### src/rtl/rd_pkg.sv
package rd_pkg;

  // Strobes from the control unit to the datapath.
  typedef struct packed {
    logic loadFirst;  // first crossing seen: start count, latch sign
    logic incr;       // one more cycle with exactly one flag high
    logic capture;    // both flags high: publish the result
    logic zeroCap;    // with capture: both rose together, publish zero
  } rd_strobe_t;

  typedef enum logic [1:0] {
    ST_CLEAR = 2'd0,
    ST_WAIT  = 2'd1,
    ST_MEAS  = 2'd2
  } rd_state_t;

endpackage

### src/rtl/rd_datapath.sv
module rd_datapath
  import rd_pkg::*;
#(
  parameter int CNT_W = 16
) (
  input  logic             clk,
  input  logic             rst_n,
  input  logic             flagA,
  input  logic             flagB,
  input  rd_strobe_t       strobe,
  output logic             aSync,
  output logic             bSync,
  output logic             pulseWidth,
  output logic [CNT_W:0]   result,
  output logic             resultValid
);

  localparam logic [CNT_W-1:0] CNT_MAX = {CNT_W{1'b1}};
  localparam int               NCH     = 2;

  logic [NCH-1:0]   rawFlags;
  logic [NCH-1:0]   syncFlags;
  logic [CNT_W-1:0] count;
  logic             signReg;

  assign rawFlags = {flagB, flagA};

  // Two-flop synchronizer per channel
  for (genvar ch = 0; ch < NCH; ch++) begin : g_sync
    logic stage0;
    logic stage1;
    always_ff @(posedge clk or negedge rst_n) begin
      if (!rst_n) begin
        stage0 <= 1'b0;
        stage1 <= 1'b0;
      end else begin
        stage0 <= rawFlags[ch];
        stage1 <= stage0;
      end
    end
    assign syncFlags[ch] = stage1;
  end

  assign aSync      = syncFlags[0];
  assign bSync      = syncFlags[1];
  assign pulseWidth = aSync ^ bSync;

  // Gap counter with saturation, and the sign latch
  always_ff @(posedge clk or negedge rst_n) begin
    if (!rst_n) begin
      count   <= '0;
      signReg <= 1'b0;
    end else if (strobe.loadFirst) begin
      count   <= CNT_W'(1);
      signReg <= bSync;
    end else if (strobe.incr) begin
      if (count != CNT_MAX) count <= count + 1'b1;
    end
  end

  // Result register and valid strobe
  always_ff @(posedge clk or negedge rst_n) begin
    if (!rst_n) begin
      result      <= '0;
      resultValid <= 1'b0;
    end else begin
      resultValid <= strobe.capture;
      if (strobe.capture) begin
        if (strobe.zeroCap) result <= '0;
        else                result <= {signReg, count};
      end
    end
  end

  assert_sat_hold_R5: assert property (@(posedge clk) disable iff (!rst_n)
    (strobe.incr && !strobe.loadFirst && count == CNT_MAX) |=> (count == CNT_MAX));

  assert_zero_sign_R4: assert property (@(posedge clk) disable iff (!rst_n)
    (resultValid && result[CNT_W-1:0] == '0) |-> !result[CNT_W]);

  assert_valid_pulse_R6: assert property (@(posedge clk) disable iff (!rst_n)
    resultValid |=> !resultValid);

endmodule

### src/rtl/rd_control.sv
module rd_control
  import rd_pkg::*;
#(
  parameter int TO_W     = 20,
  parameter int RST_HOLD = 16
) (
  input  logic            clk,
  input  logic            rst_n,
  input  logic            aSync,
  input  logic            bSync,
  input  logic [TO_W-1:0] timeoutLimit,
  output rd_strobe_t      strobe,
  output logic            frontReset,
  output logic            timeoutFlag
);

  localparam int HOLD_W = $clog2(RST_HOLD + 1);
  localparam logic [HOLD_W-1:0] HOLD_LAST = HOLD_W'(RST_HOLD - 1);
  localparam logic [TO_W-1:0]   EL_MAX    = {TO_W{1'b1}};

  rd_state_t         state, nextState;
  logic [HOLD_W-1:0] holdCnt;
  logic [TO_W-1:0]   elapsed;
  logic              holdDone;
  logic              toHit;

  assign holdDone = (holdCnt >= HOLD_LAST);

  always_comb begin
    strobe    = '0;
    toHit     = 1'b0;
    nextState = state;
    unique case (state)
      ST_CLEAR: begin
        if (holdDone && !aSync && !bSync) nextState = ST_WAIT;
      end
      ST_WAIT: begin
        if (aSync && bSync) begin
          strobe.capture = 1'b1;
          strobe.zeroCap = 1'b1;
          nextState      = ST_CLEAR;
        end else if (aSync || bSync) begin
          strobe.loadFirst = 1'b1;
          nextState        = ST_MEAS;
        end
      end
      ST_MEAS: begin
        if (aSync && bSync) begin
          strobe.capture = 1'b1;
          nextState      = ST_CLEAR;
        end else if (elapsed >= timeoutLimit) begin
          toHit     = 1'b1;
          nextState = ST_CLEAR;
        end else begin
          strobe.incr = 1'b1;
        end
      end
      default: nextState = ST_CLEAR;
    endcase
  end

  always_ff @(posedge clk or negedge rst_n) begin
    if (!rst_n) begin
      state       <= ST_CLEAR;
      frontReset  <= 1'b1;
      timeoutFlag <= 1'b0;
    end else begin
      state       <= nextState;
      frontReset  <= (nextState == ST_CLEAR);
      timeoutFlag <= toHit;
    end
  end

  // Minimum reset stretch counter
  always_ff @(posedge clk or negedge rst_n) begin
    if (!rst_n)                holdCnt <= '0;
    else if (state != ST_CLEAR) holdCnt <= '0;
    else if (!holdDone)        holdCnt <= holdCnt + 1'b1;
  end

  // Cycles elapsed since the first crossing, for the timeout
  always_ff @(posedge clk or negedge rst_n) begin
    if (!rst_n)                 elapsed <= '0;
    else if (strobe.loadFirst)  elapsed <= TO_W'(1);
    else if (strobe.incr && elapsed != EL_MAX) elapsed <= elapsed + 1'b1;
  end

  assert_release_low_R7: assert property (@(posedge clk) disable iff (!rst_n)
    $fell(frontReset) |-> $past(!aSync && !bSync));

  assert_timeout_resets_R9: assert property (@(posedge clk) disable iff (!rst_n)
    timeoutFlag |=> frontReset);

endmodule

### src/rtl/rampdiff_digitizer.sv
module rampdiff_digitizer
  import rd_pkg::*;
#(
  parameter int CNT_W    = 16,
  parameter int TO_W     = 20,
  parameter int RST_HOLD = 16
) (
  input  logic            clk,
  input  logic            rst_n,
  input  logic            flagA,
  input  logic            flagB,
  input  logic [TO_W-1:0] timeoutLimit,
  output logic            frontReset,
  output logic            pulseWidth,
  output logic [CNT_W:0]  result,
  output logic            resultValid,
  output logic            timeoutFlag
);

  rd_strobe_t strobe;
  logic       aSync;
  logic       bSync;

  rd_datapath #(.CNT_W(CNT_W)) dp_i (
    .clk         (clk),
    .rst_n       (rst_n),
    .flagA       (flagA),
    .flagB       (flagB),
    .strobe      (strobe),
    .aSync       (aSync),
    .bSync       (bSync),
    .pulseWidth  (pulseWidth),
    .result      (result),
    .resultValid (resultValid)
  );

  rd_control #(.TO_W(TO_W), .RST_HOLD(RST_HOLD)) ctl_i (
    .clk          (clk),
    .rst_n        (rst_n),
    .aSync        (aSync),
    .bSync        (bSync),
    .timeoutLimit (timeoutLimit),
    .strobe       (strobe),
    .frontReset   (frontReset),
    .timeoutFlag  (timeoutFlag)
  );

  assert_reset_cause_R9: assert property (@(posedge clk) disable iff (!rst_n)
    $rose(frontReset) |-> (resultValid || timeoutFlag));

  assert_exclusive_R9: assert property (@(posedge clk) disable iff (!rst_n)
    !(resultValid && timeoutFlag));

endmodule

### config.mk
export PLATFORM = sky130hd
export DESIGN_NAME = rampdiff_digitizer
export DESIGN_NICKNAME = d
export VERILOG_FILES = /design/src/rtl/rd_pkg.sv /design/src/rtl/rd_datapath.sv /design/src/rtl/rd_control.sv /design/src/rtl/rampdiff_digitizer.sv
export SDC_FILE = /design/constraint.sdc
export NUM_CORES = 1
export LEC_CHECK = 0
export BUFFER_PORTS_ARGS = -buffer_cell sky130_fd_sc_hd__buf_4
export CORE_ASPECT_RATIO = 1.2
export CORE_UTILIZATION = 40
export CTS_CLUSTER_SIZE = 25
export DETAILED_ROUTE_END_ITERATION = 8
export PLACE_DENSITY = 0.59
export SYNTH_ARGS = -nofsm -noshare
export SYNTH_HDL_FRONTEND = slang
export SYNTH_HIERARCHICAL = 1
export SYNTH_SLANG_ARGS = --single-unit
### constraint.sdc
create_clock -name clk -period 6.4 [get_ports clk]
set_input_delay 1.28 -clock clk [delete_from_list [all_inputs] [get_ports clk]]
set_output_delay 1.28 -clock clk [all_outputs]
set_load 0.1 [all_outputs]
## After elaboration in Yosys (flattened, before gate mapping)

Cells that the tools add are included.
W data, S select, Z words.

- $add $sub $neg: 3
- Order comparisons: 2
- Eq/ne operators: 5
- Multiplexer cells: 27
- Bitwise gates (word level): 1
- Reductions and logical operators: 14

Operator list:

| cell | number |
|---|---|
| $mux W16 | 3 |
| $mux W20 | 2 |
| $add A20 B1 Y20 const B | 1 |
| $ge A20 B20 Y1 | 1 |
| $ne A20 B20 Y1 const B | 1 |
| $mux W17 | 1 |
| $add A16 B1 Y16 const B | 1 |
| $ne A16 B16 Y1 const B | 1 |
| $mux W2 | 6 |
| $mux W1 | 11 |
| $mux W5 | 2 |
| $reduce_bool A2 Y1 | 4 |
| $pmux W2 S3 | 1 |
| $add A5 B1 Y5 const B | 1 |
| $ge A5 B4 Y1 const B | 1 |
| $logic_and A1 B1 Y1 | 4 |
| $logic_not A2 Y1 | 2 |
| $eq A2 B1 Y1 const B | 1 |
| $eq A2 B2 Y1 const B | 1 |
| $logic_not A1 Y1 | 2 |
| $ne A2 B2 Y1 const B | 1 |
| $pmux W1 S2 | 1 |
| $reduce_and A2 Y1 | 1 |
| $logic_or A1 B1 Y1 | 1 |
| $xor A1 B1 Y1 | 1 |

- Bits in registers: 68
- Input port bits: 24
- Output and inout bits: 21
- Logic and storage cells: 65

## Depth between registers and ports, before layout

- Word-level depth: 7
- Gate-level depth with buffers: 13
- Gate-level depth less buffers: 11

## Cells and area by module

The synthesis kept the hierarchy.

By module, submodules not included:

| module | instances | cells an instance | area an instance (µm²) | seq. area each (µm²) |
|---|---|---|---|---|
| rd_control | 1 | 251 | 2180.8 | 726.9 |
| rd_datapath | 1 | 178 | 1828.0 | 975.9 |

## Least setup slack after synthesis

Ideal clock, no wire load.

- Kind: input -> register
- Start: input timeoutLimit[17]
- End: register dp_i.count[11]
- Setup time: 0.078 ns
- Data arrival time: 4.123 ns
- Data required time: 6.322 ns
- Setup slack: 2.199 ns
- Stages on the path: 13
- Buffers on the path: 2
- Cells stage by stage: inv_1 -> ha_1 -> a21o_1 -> a21o_1 -> a2111oi_4 -> nand3_2 -> clkbuf_1 -> clkbuf_1 -> nor2_1 -> and3_2 -> nand2_1 -> or4_1 -> a21oi_1

RTL lines:

| what | line | text |
|---|---|---|
| from (decl) | rampdiff_digitizer.sv:12 | `input logic [TO_W-1:0] timeoutLimit,` |
| to (signal assigned) | rd_datapath.sv:57 | `if (count != CNT_MAX) count <= count + 1'b1;` |
| to (decl) | rd_datapath.sv:23 | `logic [CNT_W-1:0] count;` |

==> flow_metrics.tcl <==
set metrics [dict create \
    worstPathRequired_ps 6620 \
    ys_top_cells_by_count "67 x dfrtp_1, 48 x inv_1, 37 x a21oi_1, 35 x o21ai_0, 30 x ha_1" \
    finalPower_mw 1.71 \
    htree_levels 3 \
    slowest_delay_ps 630 \
    leakage_nw 2.17 \
    cts_tree "done" \
    regToRegEndpoint "dp_i/count[11]$_DFFE_PN0P_" \
    drc 0 \
    yosys-top-cells-area "dfrtp_1 42%, ha_1 9.4%, a21oi_1 4.6%" \
    slew_viol_final 0 \
    synth_edf_count 0 \
    fin_nets 523 \
    wl_per_cell_um 14.9 \
    dp_hpwl_um 6080 \
    hold_ws_ps 343 \
    finish.instance_area_sq_um 4740 \
    final_hold_viol_count 0 \
    wl_met3_um 256 \
    cts_root_buf "clkbuf_16" \
    initial_core_util_pct 41.7 \
    dieArea_sq_um 10400 \
    status "finished clean" \
    cts_setup_buffers 0 \
    seqPwrFrac_pct 35.2 \
    clkTransAtPathRegs_ps 60 \
    cp-start-kind "input pin" \
    totalWireLength_um 8890 \
    switchingPower_uw 645 \
    path_depth 12 \
    cp-startpoint "timeoutLimit[17]" \
    grt_overflow 0 \
    ys.flop_type "dfrtp_1" \
    syn-cell-area_sq_um 4010 \
    worst_slew_pin_slew_ps 1180 \
    fin_crit_ps 4670 \
    cts_hold_buf 0 \
    cp.arrival_ps 4890 \
    cp_max_fo 43 \
    grtUsageTotal_pct 18.0 \
    pwr-share-clk_pct 33.1 \
    avgSynthCellArea_sq_um 9.34 \
    vias 3304 \
    grt_max_degree 69 \
    worstHoldPathType "reg2reg" \
    post_cts_resized 0 \
    drt_pre_antenna_iters 4 \
    cts.sinks 68 \
    syn_nets 483 \
    place.gp.congestion 0.808 \
    period_share_pct 73.0 \
    maxUsedRoutingLayer "met4" \
    viasPerCell 5.53 \
    synth_top_area_share_pct 41.8 \
    clk-insertion-delay-late_ps 330 \
    wl_met2_um 4520 \
    fin_skew_ps 3.94 \
    ant_nets 0 \
    diodes 0 \
    port_buffers 44 \
    grt_first_pass_wirelength_um 14900 \
    ys_ff_latch 68 \
    p_int_mw 1.06 \
    crit_end "dp_i/count[11]$_DFFE_PN0P_" \
    numCtsBuffers 9 \
    die_h_um 112 \
    fmax_mhz 214 \
    reg2reg_depth 10 \
    pwr-share-comb_pct 31.8 \
    slowest_stage "nand3_2" \
    critPathMostFrequentCell "a21o_1" \
    antenna_found_initial 0 \
    boundaryPins 45 \
    synthCells 429 \
    cts_buffer_depth 2 \
    async_reset_ff_share_pct 100 \
    core_area_sq_um 9610 \
    crit_type "in2reg" \
    layout-drive-gt1-share_pct 16.0 \
    cpLargestDelayFamily "simple AND/OR/NAND/NOR gates" \
    drt_iter0_markers 187 \
    synth_area_leader_cell "dfrtp_1" \
    die_x_um 93.4 \
    setup_violations 0 \
    placed_area_sq_um 4400 \
    r2r-start "ctl_i/elapsed[17]$_DFFE_PN0P_" \
    crit_chain "buf_4 > inv_1 > ha_1 > a21o_1 > a21o_1 > a2111oi_4 > nand3_2 > nor2_1 > and3_2 > nand2_1 > or4_1 > a21oi_1" \
    switching_share_pct 37.8 \
    r2r_setup_slack_ps 2350 \
    grt_pass1_vias 3154 \
    synthDistinctLibCells 53 \
    yosysMostFrequentCell "dfrtp_1" \
    power_density_nw_per_um2 360 \
    area_growth_pct 18.3 \
    rsz0062_at_grt "no" \
    ys_seq_area_share_pct 42.5 \
    yosysWarningCount 6 \
    max_slew_margin_pct 21.5 \
    irDropWorstVdd_v 0.000150 \
    fin_setup_tns_ps 0 \
    cap_violations 0 \
    rows 39 \
    endpoint_kind "flip-flop" \
    worst-path-buf-inv 2 \
    drt-met1-wl_um 3960 \
]
==> cells by family (layout without fill, tap and decap cells) <==
family / after synthesis / after routing / share of synthesized area, %
AO/OA/AOI/OAI: 109 / 109 / 16.7
XOR/XNOR: 3 / 3 / 0.656
adder cells (fa/ha/maj): 30 / 30 / 9.36
buffers and inverters: 64 / 109 / 6.87
flip-flops: 68 / 68 / 42.5
multiplexers: 4 / 4 / 1.06
AND/OR/NAND/NOR: 151 / 151 / 22.9
==> layer usage <==
metal,up-vias,track usage (%)
met5,-,0
met2,62,31.6
met4,0,7.90
met3,12,2.46
met1,1585,21.9
li1,1645,-
==> power groups by stage <==
stage / Clock, mW / Combinational (mW) / Sequential (mW)
3_3_place_gp: 0 / 0.534 / 0.607
2_1_floorplan: 0 / 0.300 / 0.714
6_report: 0.565 / 0.543 / 0.601
4_1_cts: 0.575 / 0.548 / 0.601
5_1_grt: 0.597 / 0.600 / 0.615
3_5_place_dp: 0 / 0.545 / 0.609
==> final cells by class <==
type	count	area, sq um
fillers	914	4870
flip-flops and latches	68	1700
well taps	123	154
inverters	49	184
repair buffers	44	330
clock inverters	7	115
clock buffers	9	225
multi-input cells	297	2030
==> flip-flops by register name, indices dropped and copies added, names as in the netlist <==
name and count:
ctl_i/timeoutFlag 1, ctl_i/frontReset 1, dp_i/count 16, dp_i/result 17, ctl_i/holdCnt 5, dp_i/bSync 1
dp_i/aSync 1, dp_i/signReg 1, ctl_i/elapsed 20, dp_i/g_sync.stage0 2, ctl_i/state 2, dp_i/resultValid 1
==> worst min-delay path by stage <==
stage | startpoint | end | slack (ps) | depth (start not counted)
3_3_place_gp | dp_i/g_sync[0].stage0$_DFF_PN0_ | dp_i/aSync$_DFF_PN0_ | 330 | 0
6_report | dp_i/g_sync[0].stage0$_DFF_PN0_ | dp_i/aSync$_DFF_PN0_ | 340 | 0
5_1_grt | dp_i/g_sync[0].stage0$_DFF_PN0_ | dp_i/aSync$_DFF_PN0_ | 360 | 0
3_5_place_dp | dp_i/g_sync[1].stage0$_DFF_PN0_ | dp_i/bSync$_DFF_PN0_ | 330 | 0
4_1_cts | dp_i/g_sync[1].stage0$_DFF_PN0_ | dp_i/bSync$_DFF_PN0_ | 350 | 0
2_1_floorplan | dp_i/g_sync[0].stage0$_DFF_PN0_ | dp_i/aSync$_DFF_PN0_ | 330 | 0
==> cells in the final DEF, fill, tap and decap left out, drive strengths merged, types with 4 or more instances in the layout <==
cell    instances
o41ai           4
a21oi          37
or4            10
and4            5
nor3            9
inv            48
nand3b         17
or3            16
nor2           14
and3            8
o21ai          35
clkbuf          9
nor2b           6
o21a            4
ha             30
dfrtp          67
nand2          22
and2            5
nand4          14
nand3          14
buf            44
o31ai          10
==> per-stage QoR <==
stage / utilization, % / worst slack, ps / cells
2_1_floorplan: - / 2200 / 429
3_3_place_gp: 45.8 / 1580 / 581
3_5_place_dp: 45.8 / 1500 / 581
4_1_cts: 49.3 / 1800 / 597
5_1_grt: 49.3 / 1480 / 597
6_report: 49.3 / 1730 / 597
(Power assumes the default switching activity.)
